$ cat config.mk
export PLATFORM = sky130hd
export DESIGN_NAME = uart_addr_match
export DESIGN_NICKNAME = d
export VERILOG_FILES = /design/src/rtl/uam_pkg.sv /design/src/rtl/uam_code_reg.sv /design/src/rtl/uam_compare.sv /design/src/rtl/uam_mute_ctl.sv /design/src/rtl/uam_sticky_flag.sv /design/src/rtl/uart_addr_match.sv
export SDC_FILE = /design/constraint.sdc
export NUM_CORES = 1
export LEC_CHECK = 0
export ABC_AREA = 1
export ABC_CLOCK_PERIOD_IN_PS = 2800
export BUFFER_PORTS_ARGS = -buffer_cell sky130_fd_sc_hd__buf_2
export CAP_MARGIN = 30
export CORE_AREA = 2 2 42 44
export CTS_CLUSTER_SIZE = 25
export DETAILED_ROUTE_END_ITERATION = 6
export DIE_AREA = 0 0 44 46
export PLACE_DENSITY_LB_ADDON = 0.3
export RECOVER_POWER = 100
export SKIP_CTS_REPAIR_TIMING = 1
export SYNTH_ARGS = -nofsm -noshare
export SYNTH_HDL_FRONTEND = slang
export SYNTH_HIERARCHICAL = 1
export SYNTH_SLANG_ARGS = --single-unit
$ cat constraint.sdc
create_clock -name clk -period 2.8 [get_ports clk]
set_clock_uncertainty 0.1 [all_clocks]
set_input_delay 0.14 -clock clk [delete_from_list [all_inputs] [get_ports clk]]
set_output_delay 0.14 -clock clk [all_outputs]
set_load 0.01 [all_outputs]
$ cat src/rtl/uam_pkg.sv
package uam_pkg;
  localparam int CHAR_W = 8;
  localparam int NIB_W  = 4;
  localparam int WIDE_W = 7;

  typedef enum logic [1:0] {
    WAKE_ON_ADDR = 2'b00,
    WAKE_SRC_1   = 2'b01,
    WAKE_SRC_2   = 2'b10,
    WAKE_SRC_3   = 2'b11
  } wake_src_e;

  localparam int FLAG_MATCH = 0;
  localparam int FLAG_WAKE  = 1;
  localparam int NUM_FLAGS  = 2;
endpackage

$ cat src/rtl/uam_code_reg.sv
module uam_code_reg #(
  parameter int W = 8
) (
  input  logic         clk,
  input  logic         rst_n,
  input  logic         wr,
  input  logic         locked,
  input  logic [W-1:0] wdata,
  output logic [W-1:0] code_q
);
  always_ff @(posedge clk or negedge rst_n) begin
    if (!rst_n)                code_q <= '0;
    else if (wr && !locked)    code_q <= wdata;
  end
endmodule

$ cat src/rtl/uam_compare.sv
module uam_compare #(
  parameter int W      = 8,
  parameter int NIB    = 4,
  parameter int WIDE   = 7
) (
  input  logic [W-1:0] data,
  input  logic [W-1:0] code,
  input  logic         wide_mode,
  output logic         full_hit,
  output logic         is_mark,
  output logic         addr_hit
);
  logic nib_eq;
  logic wide_eq;

  always_comb begin
    full_hit = (data == code);
    is_mark  = data[W-1];
    nib_eq   = (data[NIB-1:0]  == code[NIB-1:0]);
    wide_eq  = (data[WIDE-1:0] == code[WIDE-1:0]);
    addr_hit = is_mark && (wide_mode ? wide_eq : nib_eq);
  end
endmodule

$ cat src/rtl/uam_mute_ctl.sv
module uam_mute_ctl (
  input  logic clk,
  input  logic rst_n,
  input  logic mode_en,
  input  logic enter,
  input  logic char_ok,
  input  logic is_mark,
  input  logic addr_hit,
  output logic muted
);
  always_ff @(posedge clk or negedge rst_n) begin
    if (!rst_n)                  muted <= 1'b0;
    else if (!mode_en)           muted <= 1'b0;
    else if (char_ok && is_mark) muted <= !addr_hit;
    else if (enter)              muted <= 1'b1;
  end
endmodule

$ cat src/rtl/uam_sticky_flag.sv
module uam_sticky_flag (
  input  logic clk,
  input  logic rst_n,
  input  logic set,
  input  logic clr,
  output logic q
);
  always_ff @(posedge clk or negedge rst_n) begin
    if (!rst_n)   q <= 1'b0;
    else if (set) q <= 1'b1;
    else if (clr) q <= 1'b0;
  end
endmodule

$ cat src/rtl/uart_addr_match.sv
module uart_addr_match
  import uam_pkg::*;
#(
  parameter int DATA_W = CHAR_W
) (
  input  logic              clk,
  input  logic              rst_n,
  input  logic              uart_en,
  input  logic              rx_en,
  input  logic              rx_valid,
  output logic              rx_ready,
  input  logic [DATA_W-1:0] rx_data,
  input  logic              cfg_wr,
  input  logic [DATA_W-1:0] cfg_addr,
  input  logic              addr7_mode,
  input  logic              mute_mode_en,
  input  logic              mute_enter,
  input  logic [1:0]        wake_sel,
  input  logic              wake_ie,
  input  logic              match_ie,
  input  logic              match_clr,
  input  logic              wake_clr,
  output logic              match_flag,
  output logic              wake_flag,
  output logic              irq,
  output logic              muted
);
  localparam int NIB  = (NIB_W  < DATA_W) ? NIB_W  : DATA_W - 1;
  localparam int WIDE = (WIDE_W < DATA_W) ? WIDE_W : DATA_W - 1;

  logic [DATA_W-1:0]    code_q;
  logic                 char_ok;
  logic                 full_hit, is_mark, addr_hit;
  logic [NUM_FLAGS-1:0] f_set, f_clr, f_q, f_ie;
  wake_src_e            wsrc;

  assign rx_ready = 1'b1;
  assign char_ok  = rx_valid && uart_en && rx_en;
  assign wsrc     = wake_src_e'(wake_sel);

  uam_code_reg #(.W(DATA_W)) u_code (
    .clk(clk), .rst_n(rst_n), .wr(cfg_wr),
    .locked(uart_en && rx_en), .wdata(cfg_addr), .code_q(code_q)
  );

  uam_compare #(.W(DATA_W), .NIB(NIB), .WIDE(WIDE)) u_cmp (
    .data(rx_data), .code(code_q), .wide_mode(addr7_mode),
    .full_hit(full_hit), .is_mark(is_mark), .addr_hit(addr_hit)
  );

  uam_mute_ctl u_mute (
    .clk(clk), .rst_n(rst_n), .mode_en(mute_mode_en), .enter(mute_enter),
    .char_ok(char_ok), .is_mark(is_mark), .addr_hit(addr_hit), .muted(muted)
  );

  always_comb begin
    f_set[FLAG_MATCH] = char_ok && !muted && full_hit;
    f_set[FLAG_WAKE]  = char_ok && addr_hit && (wsrc == WAKE_ON_ADDR);
    f_clr[FLAG_MATCH] = match_clr;
    f_clr[FLAG_WAKE]  = wake_clr;
    f_ie[FLAG_MATCH]  = match_ie;
    f_ie[FLAG_WAKE]   = wake_ie;
  end

  for (genvar g = 0; g < NUM_FLAGS; g++) begin : g_flag
    uam_sticky_flag u_flag (
      .clk(clk), .rst_n(rst_n), .set(f_set[g]), .clr(f_clr[g]), .q(f_q[g])
    );
  end

  assign match_flag = f_q[FLAG_MATCH];
  assign wake_flag  = f_q[FLAG_WAKE];
  assign irq        = |(f_q & f_ie);
endmodule

### Word-level counts from Yosys, hierarchy flattened

Index checks and enable logic that the tools add are counted.

| word-level totals | value |
|---|---|
| bits in read-only memories | 0 |
| memory bits (writable) | 0 |
| register bits after elaboration | 11 |
| logic and storage cells | 34 |
| output and inout bits | 5 |
| bits of input ports | 31 |
| memories kept | 0 |
| bits in latches | 0 |

| operators by class | value |
|---|---|
| $add $sub $neg | 0 |
| shift-type cells | 0 |
| equal/unequal tests | 4 |
| magnitude comparators | 0 |
| bitwise operators | 1 |
| multipliers | 0 |
| reductions and logical operators | 17 |
| mux-type cells | 8 |
| div/mod/pow operators | 0 |

Operators by type and width:

| cell | count |
|---|---|
| $logic_and 1x1->1 | 10 |
| $eq 8x8->1 | 1 |
| $mux 1 | 8 |
| $eq 7x7->1 | 1 |
| $eq 4x4->1 | 1 |
| $reduce_bool 2->1 | 2 |
| $logic_not 1->1 | 3 |
| $ne 3x1->1 const B | 1 |
| $and 2x2->2 | 1 |
| $logic_not 2->1 | 1 |
| $reduce_or 2->1 | 1 |

### Longest topological paths before layout

Gate-level depths: netlist (run 1).

| logic depth | value |
|---|---|
| word-level depth | 6 |
| depth in mapped cells | 11 |
| gate-level depth less buffers | 11 |

### Hierarchy

The synthesis (run 1) kept the hierarchy.

By module, submodules not included:

| module | times used | cells each | area an instance (um^2) | sequential area each (um^2) |
|---|---|---|---|---|
| uam_code_reg | 1 | 35 | 326.6 | 200.2 |
| uam_compare | 1 | 39 | 175.2 | 0.0 |
| uam_sticky_flag | 2 | 5 | 40.0 | 25.0 |
| uart_addr_match | 1 | 15 | 68.8 | 0.0 |
| uam_mute_ctl | 1 | 8 | 55.1 | 25.0 |

### Worst setup path before layout (run 1)

Ideal clock, no wire load.

| path | value |
|---|---|
| path type | reg-to-reg |
| start point | register u_code.code_q[4] |
| end point | register u_mute.muted |
| path buffers | 0 |
| arrival time | 0.996 ns |
| path slack | 1.590 ns |
| clock period less this slack | 1.210 ns |
| required time | 2.586 ns |
| setup time | 0.114 ns |
| cell stages (with the launch flop) | 9 |
| cells stage by stage | dfrtp_1 -> xnor2_1 -> nand3_1 -> nand2_1 -> inv_1 -> nor2_1 -> nand3_1 -> nand2_1 -> nor2_2 |

| between the ends | value |
|---|---|
| longest elaborated chain between the ends | 6 |

Ends and longest elaborated chain:

| item | RTL line | text |
|---|---|---|
| from (decl) | uam_code_reg.sv:9 | `output logic [W-1:0] code_q` |
| from (signal assigned) | uam_code_reg.sv:13 | `else if (wr && !locked) code_q <= wdata;` |
| $eq 7x7->1 | uam_compare.sv:20 | `wide_eq = (data[WIDE-1:0] == code[WIDE-1:0]);` |
| $mux 1 | uam_compare.sv:21 | `addr_hit = is_mark && (wide_mode ? wide_eq : nib_eq);` |
| $logic_and 1x1->1 | uam_compare.sv:21 |  |
| net addr_hit | uart_addr_match.sv:33 | `logic full_hit, is_mark, addr_hit;` |
| $logic_not 1->1 | uam_mute_ctl.sv:14 | `else if (char_ok && is_mark) muted <= !addr_hit;` |
| $mux 1 | uam_mute_ctl.sv:14 |  |
| $mux 1 | uam_mute_ctl.sv:13 | `else if (!mode_en) muted <= 1'b0;` |
| to (signal assigned) | uam_mute_ctl.sv:14 |  |
| to (decl) | uam_mute_ctl.sv:9 | `output logic muted` |

The timed path passes the listed nets, and every way through them passes these cells.
A chain may end at the register's enable or synchronous reset.

### Worst setup path after layout (run 1)

Same ends and word-level chain as after synthesis.

==> out/metrics.cfg, run 1 <==
[final_layout]
drive_gt1_share_pct=26.9
nets=177
area_growth_pct=30.5
antennaDiodeCount=0

[setup_path]
end_kind=flop
cp.arrival_ps=1360
r2r_setup_slack_ps=1500
timing.rr.start=u_code/code_q[4]
reg2reg_depth=8
cp-start-kind=flop
startpoint=u_code/code_q[4]
required_ps=2860
cp_max_fo=2
path_class=flop to flop

[global_routing]
grt_pass1_wl_um=1950
grt_use_total_pct=13.4
antenna_found_initial=0
grt_pass1_vias=529
grt_max_degree=12
gr-total-overflow=0

[clock_tree]
root_buffer=clkbuf_4
cts.sinks=11
numCtsBuffers=3
clk_latency_ps=260
cts_max_level=1
clock_path_buffers=2
clkSlewWorstSetupHoldPaths_ps=70
cts_tree=yes

[detailed_routing]
drt-total-wl_um=1400
viasPerCell=4.33
antenna_left=0
detail_route.first_pass.iterations=4
avgRoutedWirePerCell_um=8.65
num_vias=701
drc=0
drt_iter0_drc=6

[worst_hold_path]
min-delay-path-class=input port to flop
worstHoldStart=match_clr
hold-path-cell-count=4

[floorplan]
die_x_um=44
initial_utilization_pct=43.7
coreArea_um2=1610
die_y_um=46
dieArea_um2=2020
io_pins=36
rows=15

[sta]
post-route-min-period_ps=1300
period_share_pct=46.5
worst_pin_slew_ps=610
hold_viol_final=1
fmax_mhz=768
fin_hold_ws_ps=-4.77
relSlewSlack_pct=59.3
timing.setup.tns_ps=0
fin_ws_ps=1500
setup_violations=0
rsz0062_at_grt=no
finalMaxSlewViolations=0

[yosys]
synth-seq-cells=11
yosysWarnings=6
yosysSeqAreaShare_pct=39.0
syn-instance-count=107
synth_area_um2=706
synthDistinctLibCells=15
synthesis.nets=138
avgSynthCellArea_um2=6.60

[power]
ir_drop_mv=0.208
power-per-cell-area_nw_per_um2=410
p_leak_nw=0.566

[run_status]
failed_checks=negative hold slack
outcome=complete, but fails checks

[run]
max_cap_viol_count=0

[placed_design]
finalWeightedCongestion=0.766
port_buffers=34
place_hpwl_um=1140
dp_slack_ps=1510

[Yosys cell counts, drive strengths merged]
library cell / instances / area share, %
buf: 3 / 3.7
conb: 1 / 0.53
dfrtp: 11 / 39
inv: 20 / 11
nand2: 47 / 26
nand3: 12 / 9.2
nand4: 1 / 0.89
nor2: 9 / 6.2
xnor2: 2 / 2.5
xor2: 1 / 1.2
[registers in the layout, summed over array words and instances (netlist names)]
register         count
g_flag.u_flag/q      2
u_mute/muted         1
u_code/code_q        8
[layout by cell type (no fill, tap or decap), drive strengths merged]
cell          n
xor2          1
nand4         1
conb          1
clkbuf        9
nor2          9
nand2        47
nand3        12
buf          29
inv          20
dfrtp        11
dlygate4sd3   3
xnor2         2
[metrics by stage]
stage	total power, mW	cell area (um2)	std cells	utilization [%]
2_1_floorplan	0.240	706	107	-
4_1_cts	0.382	897	159	55.6
3_5_place_dp	0.274	871	155	54.0
6_report	0.377	921	162	57.1
3_3_place_gp	0.270	871	155	54.0
5_1_grt	0.412	921	162	57.1
[cell families (layout without fill, tap and decap cells)]
| kind of cell | Yosys count | in the layout | synth area share (%) |
|---|---|---|---|
| xor+xnor | 3 | 3 | 3.72 |
| buf+inv | 23 | 61 | 14.4 |
| flops | 11 | 11 | 39.0 |
| other cells | 1 | 1 | 0.531 |
| simple gates | 69 | 69 | 42.4 |
[cell type report]
cell class	count	area [um2]
clock buffer	4	26.3
fill	169	693
inverter	20	75.1
multi-input combinational	73	329
sequential	11	275
tap	17	21.3
timing repair buffer	37	194
[worst max-delay path, stage by stage (launching register included)]
cell,delay (ps)
dfrtp_1,390
xnor2_1,210
nand3_1,90
nand2_1,70
inv_1,40
nor2_1,110
nand3_1,90
nand2_1,70
nor2_2,40
[where the power goes]
group,internal [mW],switching (mW),leakage [nW]
registers,0.174,0.0108,0.139
clock network,0.0550,0.0506,0.0150
logic,0.0411,0.0463,0.413
[metal layers]
layer	vias to the layer above	part of all wire [%]	track usage, %
li1	389	-	-
met1	287	45	14.3
met2	25	46	23.5
met3	0	9.3	5.16
met4	0	0	5.45
met5	-	0	0
[final timing paths]
path	to
max in group asynchronous	u_code/code_q[4]
max reg2reg	u_mute/muted
min	g_flag[0].u_flag/q
min in group asynchronous	g_flag[1].u_flag/q
min reg2reg	u_code/code_q[3]
max	u_mute/muted
Power figures use the tool's default switching activity.
==> run 2, diff against run 1 <==
- ABC_CLOCK_PERIOD_IN_PS: 2800 -> 1300
- CORE_AREA: 2 2 42 44 -> 2 2 49 42
- DIE_AREA: 0 0 44 46 -> 0 0 51 44
- clock period: 2.8 -> 1.3 ns (I/O delays scaled with it)
==> run 2 against run 1 <==
Compared with the run above:
- clock-buffer cell count down 1
- register-to-register slack worse by 1500 ps
- combinational power rose to 2.8 times the previous value
- final area up 18%
- final cell count up 13%
- core utilization up 4.3 points
- via count up 12%
- sequential share of layout area down 4.5 points
- critical path depth unchanged
- sequential cell count unchanged
- power up 130%
- sequential power up 120%
- the flow now finishes without violations
==> out/metrics.cfg, run 2 (synthesis results as in run 1) <==
[floorplan]
dieArea_um2=2240  ; was 2020 um2
rows=14  ; was 15
coreArea_um2=1770  ; was 1610 um2
initial_utilization_pct=39.9  ; was 43.7%
die_x_um=51  ; was 44 um
io_pins=36  ; unchanged
die_y_um=44  ; was 46 um

[clock_tree]
numCtsBuffers=3  ; unchanged
clk_latency_ps=270  ; was 260 ps
cts_max_level=1  ; unchanged
clkSlewWorstSetupHoldPaths_ps=80  ; was 70 ps
root_buffer=clkbuf_4  ; unchanged
cts_tree=yes  ; unchanged
cts.sinks=11  ; unchanged
clock_path_buffers=2  ; unchanged

[setup_path]
path_cells=xnor2_2, nand3_2, nand2_1, inv_1, nor2_2, nand3_1, nand2_1, nor2_2  ; was xnor2_1, nand3_1, nand2_1, inv_1, nor2_1, nand3_1, nand2_1, nor2_2
path_class=flop to flop  ; unchanged
cp-start-kind=flop  ; unchanged
cp_max_fo=2  ; unchanged
critPathTopFamily=simple AND/OR/NAND/NOR gates  ; unchanged
slowest_delay_ps=410  ; was 390 ps
cp.arrival_ps=1330  ; was 1360 ps
cp_num_buf_inv=1  ; unchanged
end_kind=flop  ; unchanged
required_ps=1370  ; was 2860 ps
crit_slowest_cell=dfrtp_1  ; unchanged

[worst_hold_path]
min-delay-path-class=input port to flop  ; unchanged

[placed_design]
place_hpwl_um=1180  ; was 1140 um
finalWeightedCongestion=0.738  ; was 0.766
port_buffers=34  ; unchanged

[power]
p_leak_nw=0.653  ; was 0.566 nW
ir_drop_mv=0.830  ; was 0.208 mV
power-per-cell-area_nw_per_um2=814  ; was 410 nW/um2

[detailed_routing]
detail_route.first_pass.iterations=4  ; unchanged
antenna_left=0  ; unchanged
avgRoutedWirePerCell_um=9.21  ; was 8.65 um
viasPerCell=4.29  ; was 4.33
drc=0  ; unchanged
num_vias=785  ; was 701
drt_iter0_drc=11  ; was 6
drt-total-wl_um=1690  ; was 1400 um

[final_layout]
drive_gt1_share_pct=33.3  ; was 26.9%
layout_common_cells=nand2_1 (44), buf_2 (33), inv_1 (19)  ; was nand2_1 (46), buf_2 (29), inv_1 (19)
largest_register_ffs=8  ; unchanged
antennaDiodeCount=0  ; unchanged
nets=191  ; was 177
reg_top3=u_code/code_q: 8 flops, g_flag.u_flag/q: 2 flops, u_mute/muted: 1 flops  ; unchanged
area_growth_pct=53.9  ; was 30.5%
layout_commonest_cell=nand2_1  ; unchanged
top_register=u_code/code_q  ; unchanged
post-route-util_pct=61.4  ; was 57.1%
fillCellCount=190  ; was 169

[global_routing]
grt_pass1_wl_um=2480  ; was 1950 um
antenna_found_initial=0  ; unchanged
grt_pass1_vias=619  ; was 529
grt_max_degree=12  ; unchanged
grt_use_total_pct=14.8  ; was 13.4%
gr-total-overflow=0  ; unchanged

[sta]
relSlewSlack_pct=57.6  ; was 59.3%
fmax_mhz=790  ; was 768 MHz
worst_pin_slew_ps=636  ; was 610 ps
finalMaxSlewViolations=0  ; unchanged
period_share_pct=97.3  ; was 46.5%
rsz0062_at_grt=yes  ; was no
post-route-min-period_ps=1270  ; was 1300 ps
setup_violations=0  ; unchanged
fin_hold_ws_ps=8.59  ; was -4.77 ps
hold_viol_final=0  ; was 1

[run]
max_cap_viol_count=0  ; unchanged

[run_status]
outcome=complete, no violations  ; was complete, but fails checks

[run 2: power by group]
group / internal, mW / switching (mW) / leakage (nW)
logic: 0.131 / 0.118 / 0.497
registers: 0.374 / 0.0239 / 0.139
clock network: 0.114 / 0.124 / 0.0177
[run 2: metal layers]
| layer | vias up | wire, um | share of wire (%) | track usage (%) |
|---|---|---|---|---|
| li1 | 416 | - | - | - |
| met1 | 342 | 766 | 45 | 18.5 |
| met2 | 23 | 795 | 47 | 23.1 |
| met3 | 4 | 110 | 6.5 | 5.86 |
| met4 | 0 | 14 | 0.83 | 5.41 |
| met5 | - | 0 | 0 | 0 |
[run 2: layout make-up]
cell class / count / area (um2) / share of cell area (%)
clock buffers: 3 / 22.5 / 2.07
clock inverters: 1 / 5.00 / 0.461
inverters: 20 / 75.1 / 6.91
multi-input cells: 73 / 349 / 32.1
flip-flops and latches: 11 / 275 / 25.3
well taps: 24 / 30.0 / 2.76
repair buffers: 51 / 329 / 30.3
[run 2: final timing paths]
path                                     from                  to  slack, ps  cells past startpoint
max in group asynchronous               rst_n        u_mute/muted        480                      2
max                          u_code/code_q[4]        u_mute/muted         30                      8
min reg2reg                g_flag[0].u_flag/q  g_flag[0].u_flag/q        400                      2
max reg2reg                  u_code/code_q[4]        u_mute/muted         30                      8
min in group asynchronous               rst_n    u_code/code_q[3]        210                      2
min                               wake_sel[1]  g_flag[1].u_flag/q          9                      6
[run 2: through the flow]
stage / area (um2) / power (mW) / setup WS, ps / setup TNS, ps / std cells
floorplan: 706 / 0.517 / 90.2 / 0 / 107
global placement: 880 / 0.583 / 17.6 / 0 / 162
detailed placement: 880 / 0.590 / 12.4 / 0 / 162
CTS: 907 / 0.836 / -21.2 / -38.7 / 166
global route: 1090 / 0.958 / -104 / -208 / 183
finish: 1090 / 0.884 / 34.9 / 0 / 183
[run 2: tightest hold or removal path, stage by stage]
cell and delay (ps):
buf_2 70, nor2_1 40, nand2_1 60, nor2_2 30, inv_1 40, nand2_1 40
==> run 3, diff against run 2 <==
- ABC_CLOCK_PERIOD_IN_PS: 1300 -> 1100
- SLEW_MARGIN: default -> 5
- SYNTH_HIERARCHICAL: 1 -> default
- clock period: 1.3 -> 1.1 ns (I/O delays scaled with it)
==> run 3 against run 2 <==
Compared with the run above:
- the run now ends with negative setup slack left
- final cell count shrank 16%
- combinational power rose by 8.0%
- synthesized area fell by 12%
- highest routed layer is now met3
==> out/metrics.cfg, run 3 <==
[run_status]
outcome=complete, but fails checks  ; was complete, no violations
failed_checks=negative setup slack

[power]
ir_drop_mv=0.734  ; was 0.830 mV
power-per-cell-area_nw_per_um2=1010  ; was 814 nW/um2
p_leak_nw=0.528  ; was 0.653 nW
p_total_mw=1.01  ; was 0.884 mW

[setup_path]
end_kind=output port  ; was flop
path_cells=a22o_1, buf_2  ; was xnor2_2, nand3_2, nand2_1, inv_1, nor2_2, nand3_1, nand2_1, nor2_2
cp.arrival_ps=1000  ; was 1330 ps
required_ps=940  ; was 1370 ps
r2r_setup_slack_ps=-20  ; was 30 ps
crit_slowest_cell=dfrtp_1  ; unchanged
slowest_delay_ps=400  ; was 410 ps
cp-start-kind=flop  ; unchanged
cp_max_fo=3  ; was 2
path_class=flop to output port  ; was flop to flop

[final_layout]
fillCellCount=180  ; was 190
drive_gt1_share_pct=36.2  ; was 33.3%
nets=162  ; was 191
post-route-util_pct=56.3  ; was 61.4%
area_growth_pct=60.5  ; was 53.9%
largest_register_ffs=8  ; unchanged
top_register=u_code.code_q  ; was u_code/code_q
antennaDiodeCount=0  ; unchanged
layout_commonest_cell=buf_2  ; was nand2_1
reg_top3=u_code.code_q: 8 flops, g_flag.u_flag.q: 2 flops, u_mute.muted: 1 flops  ; was u_code/code_q: 8 flops, g_flag.u_flag/q: 2 flops, u_mute/muted: 1 flops
layout_common_cells=buf_2 (30), nand2_1 (18), dlygate4sd3_1 (15)  ; was nand2_1 (44), buf_2 (33), inv_1 (19)

[yosys]
synth_edf_count=0  ; unchanged
async_reset_ff_share_pct=100  ; unchanged
yosysWarnings=0  ; was 6
synthDistinctLibCells=17  ; was 15
synth_fa_ha_area_share_pct=0  ; unchanged
avgSynthCellArea_um2=8.06  ; was 6.60 um2
synth_ff_type=dfrtp_1  ; unchanged
synth-seq-cells=11  ; unchanged
synthSimpleGateAreaFrac_pct=26.4  ; was 42.4%
yosysTopAreaCellShare_pct=44.4  ; was 39.0%
synthesis.nets=108  ; was 138
synth.most_common_cell=nand2_1  ; unchanged
synth_area_um2=621  ; was 706 um2
synthTopCellsByArea=dfrtp_1 (44%), nand2_1 (13%), xnor2_1 (5.6%), inv_1 (5.4%), mux2_4 (4.8%)  ; was dfrtp_1 (39%), nand2_1 (24%), inv_1 (10%), nand3_1 (7.8%), nor2_2 (3.5%)
syn-instance-count=77  ; was 107
synthXorXnorAreaFrac_pct=5.65  ; was 3.72%
synth_commonest_cells=nand2_1 (22), dfrtp_1 (11), inv_1 (9), nor2_1 (8), a21oi_1 (5)  ; was nand2_1 (46), inv_1 (19), dfrtp_1 (11), nand3_1 (11), nor2_1 (5)
muxShareOfSynthArea_pct=8.47  ; was 0%
synth_area_leader_cell=dfrtp_1  ; unchanged
yosysSeqAreaShare_pct=44.4  ; was 39.0%
synth_top_family_by_area=simple AND/OR/NAND/NOR gates  ; unchanged
synth_compound_area_share_pct=5.44  ; was 0%

[floorplan]
dieArea_um2=2240  ; unchanged
die_x_um=51  ; unchanged
io_pins=36  ; unchanged
rows=14  ; unchanged
coreArea_um2=1770  ; unchanged
die_y_um=44  ; unchanged
initial_utilization_pct=35.1  ; was 39.9%

[global_routing]
grt_pass1_vias=505  ; was 619
grt_pass1_wl_um=2050  ; was 2480 um
antenna_found_initial=0  ; unchanged
gr-total-overflow=0  ; unchanged
grt_max_degree=12  ; unchanged
grt_use_total_pct=12.2  ; was 14.8%

[placed_design]
finalWeightedCongestion=0.740  ; was 0.738
port_buffers=34  ; unchanged
place_hpwl_um=1110  ; was 1180 um

[detailed_routing]
detail_route.first_pass.iterations=4  ; unchanged
met2_length_um=636  ; was 795 um
drt_iter0_drc=9  ; was 11
wl_met3_um=118  ; was 110 um
antenna_left=0  ; unchanged
viasPerCell=4.27  ; was 4.29
drc=0  ; unchanged
drt-total-wl_um=1470  ; was 1690 um
avgRoutedWirePerCell_um=9.51  ; was 9.21 um
num_vias=658  ; was 785
wl_met1_um=709  ; was 766 um
top_layer=met3  ; was met4

[sta]
hold_viol_final=0  ; unchanged
fmax_mhz=869
timing.setup.tns_ps=-80.3  ; was 0 ps
post-route-min-period_ps=1150
setup_violations=3  ; was 0
finalMaxSlewViolations=0  ; unchanged
relSlewSlack_pct=60.5  ; was 57.6%
period_share_pct=105
fin_ws_ps=-50.5  ; was 34.9 ps
worst_pin_slew_ps=592  ; was 636 ps
rsz0062_at_grt=yes  ; unchanged

[clock_tree]
root_buffer=clkbuf_4  ; unchanged
clock_path_buffers=2  ; unchanged
clk_latency_ps=260  ; was 270 ps
numCtsBuffers=3  ; unchanged
cts.sinks=11  ; unchanged
cts_max_level=1  ; unchanged
cts_tree=yes  ; unchanged
clkSlewWorstSetupHoldPaths_ps=70  ; was 80 ps

[worst_hold_path]
min-delay-path-class=input port to flop  ; unchanged

[run]
max_cap_viol_count=0  ; unchanged

[run 3: final cells by class]
class / instances / area (um2) / area share [%]
flip-flops and latches: 11 / 275 / 27.6
repair buffers: 51 / 330 / 33.2
clock buffers: 4 / 26.3 / 2.64
multi-input cells: 54 / 297 / 29.8
well taps: 24 / 30.0 / 3.02
inverters: 10 / 37.5 / 3.77
[run 3: worst max-delay path, delay by kind of cell, from the launching register on]
kind,cells,cell delay (ps)
AO/OA/AOI/OAI,1,200
flip-flops,1,400
buffers and inverters,1,130
[run 3: through the flow]
| step | cell area, um2 | std cells | hold slack, ps | worst slack [ps] |
|---|---|---|---|---|
| 2_1_floorplan | 621 | 77 | -341 | 92.4 |
| 3_3_place_gp | 810 | 134 | -160 | 7.34 |
| 3_5_place_dp | 810 | 134 | -160 | -16.6 |
| 4_1_cts | 836 | 138 | -453 | -79.2 |
| 5_1_grt | 996 | 154 | 77.3 | -114 |
| 6_report | 996 | 154 | 55.5 | -50.5 |
[run 3: per-layer routing]
layer	GRT usage, %	vias to the layer above
met3	4.14	0
met5	0	-
li1	-	343
met2	17.1	32
met1	17.7	283
met4	3.24	0
[run 3: logic make-up (layout without fill, tap and decap cells)]
kind of cell | count (synthesis) | in the layout
multiplexers | 4 | 4
AND/OR/NAND/NOR | 39 | 39
other | 1 | 1
AO/OA/AOI/OAI | 6 | 6
XOR/XNOR | 4 | 4
buffers and inverters | 12 | 65
flip-flops | 11 | 11
[run 3: final timing paths]
| path | from | endpoint | cells past startpoint |
|---|---|---|---|
| worst max register to register | u_code.code_q[1] | g_flag[1].u_flag.q | 8 |
| worst min register to register | g_flag[1].u_flag.q | g_flag[1].u_flag.q | 2 |
| max in group asynchronous | rst_n | u_code.code_q[0] | 2 |
| min in group asynchronous | rst_n | u_code.code_q[3] | 2 |
| worst min-delay path | mute_enter | u_mute.muted | 5 |
| worst max-delay path | g_flag[0].u_flag.q | irq | 2 |
[run 3: power breakdown]
group / switching, mW / leakage (nW) / internal, mW / total [mW]
clock network: 0.130 / 0.0150 / 0.140 / 0.270
registers: 0.0267 / 0.131 / 0.444 / 0.471
logic: 0.119 / 0.382 / 0.150 / 0.269
total: 0.276 / 0.528 / 0.734 / 1.01
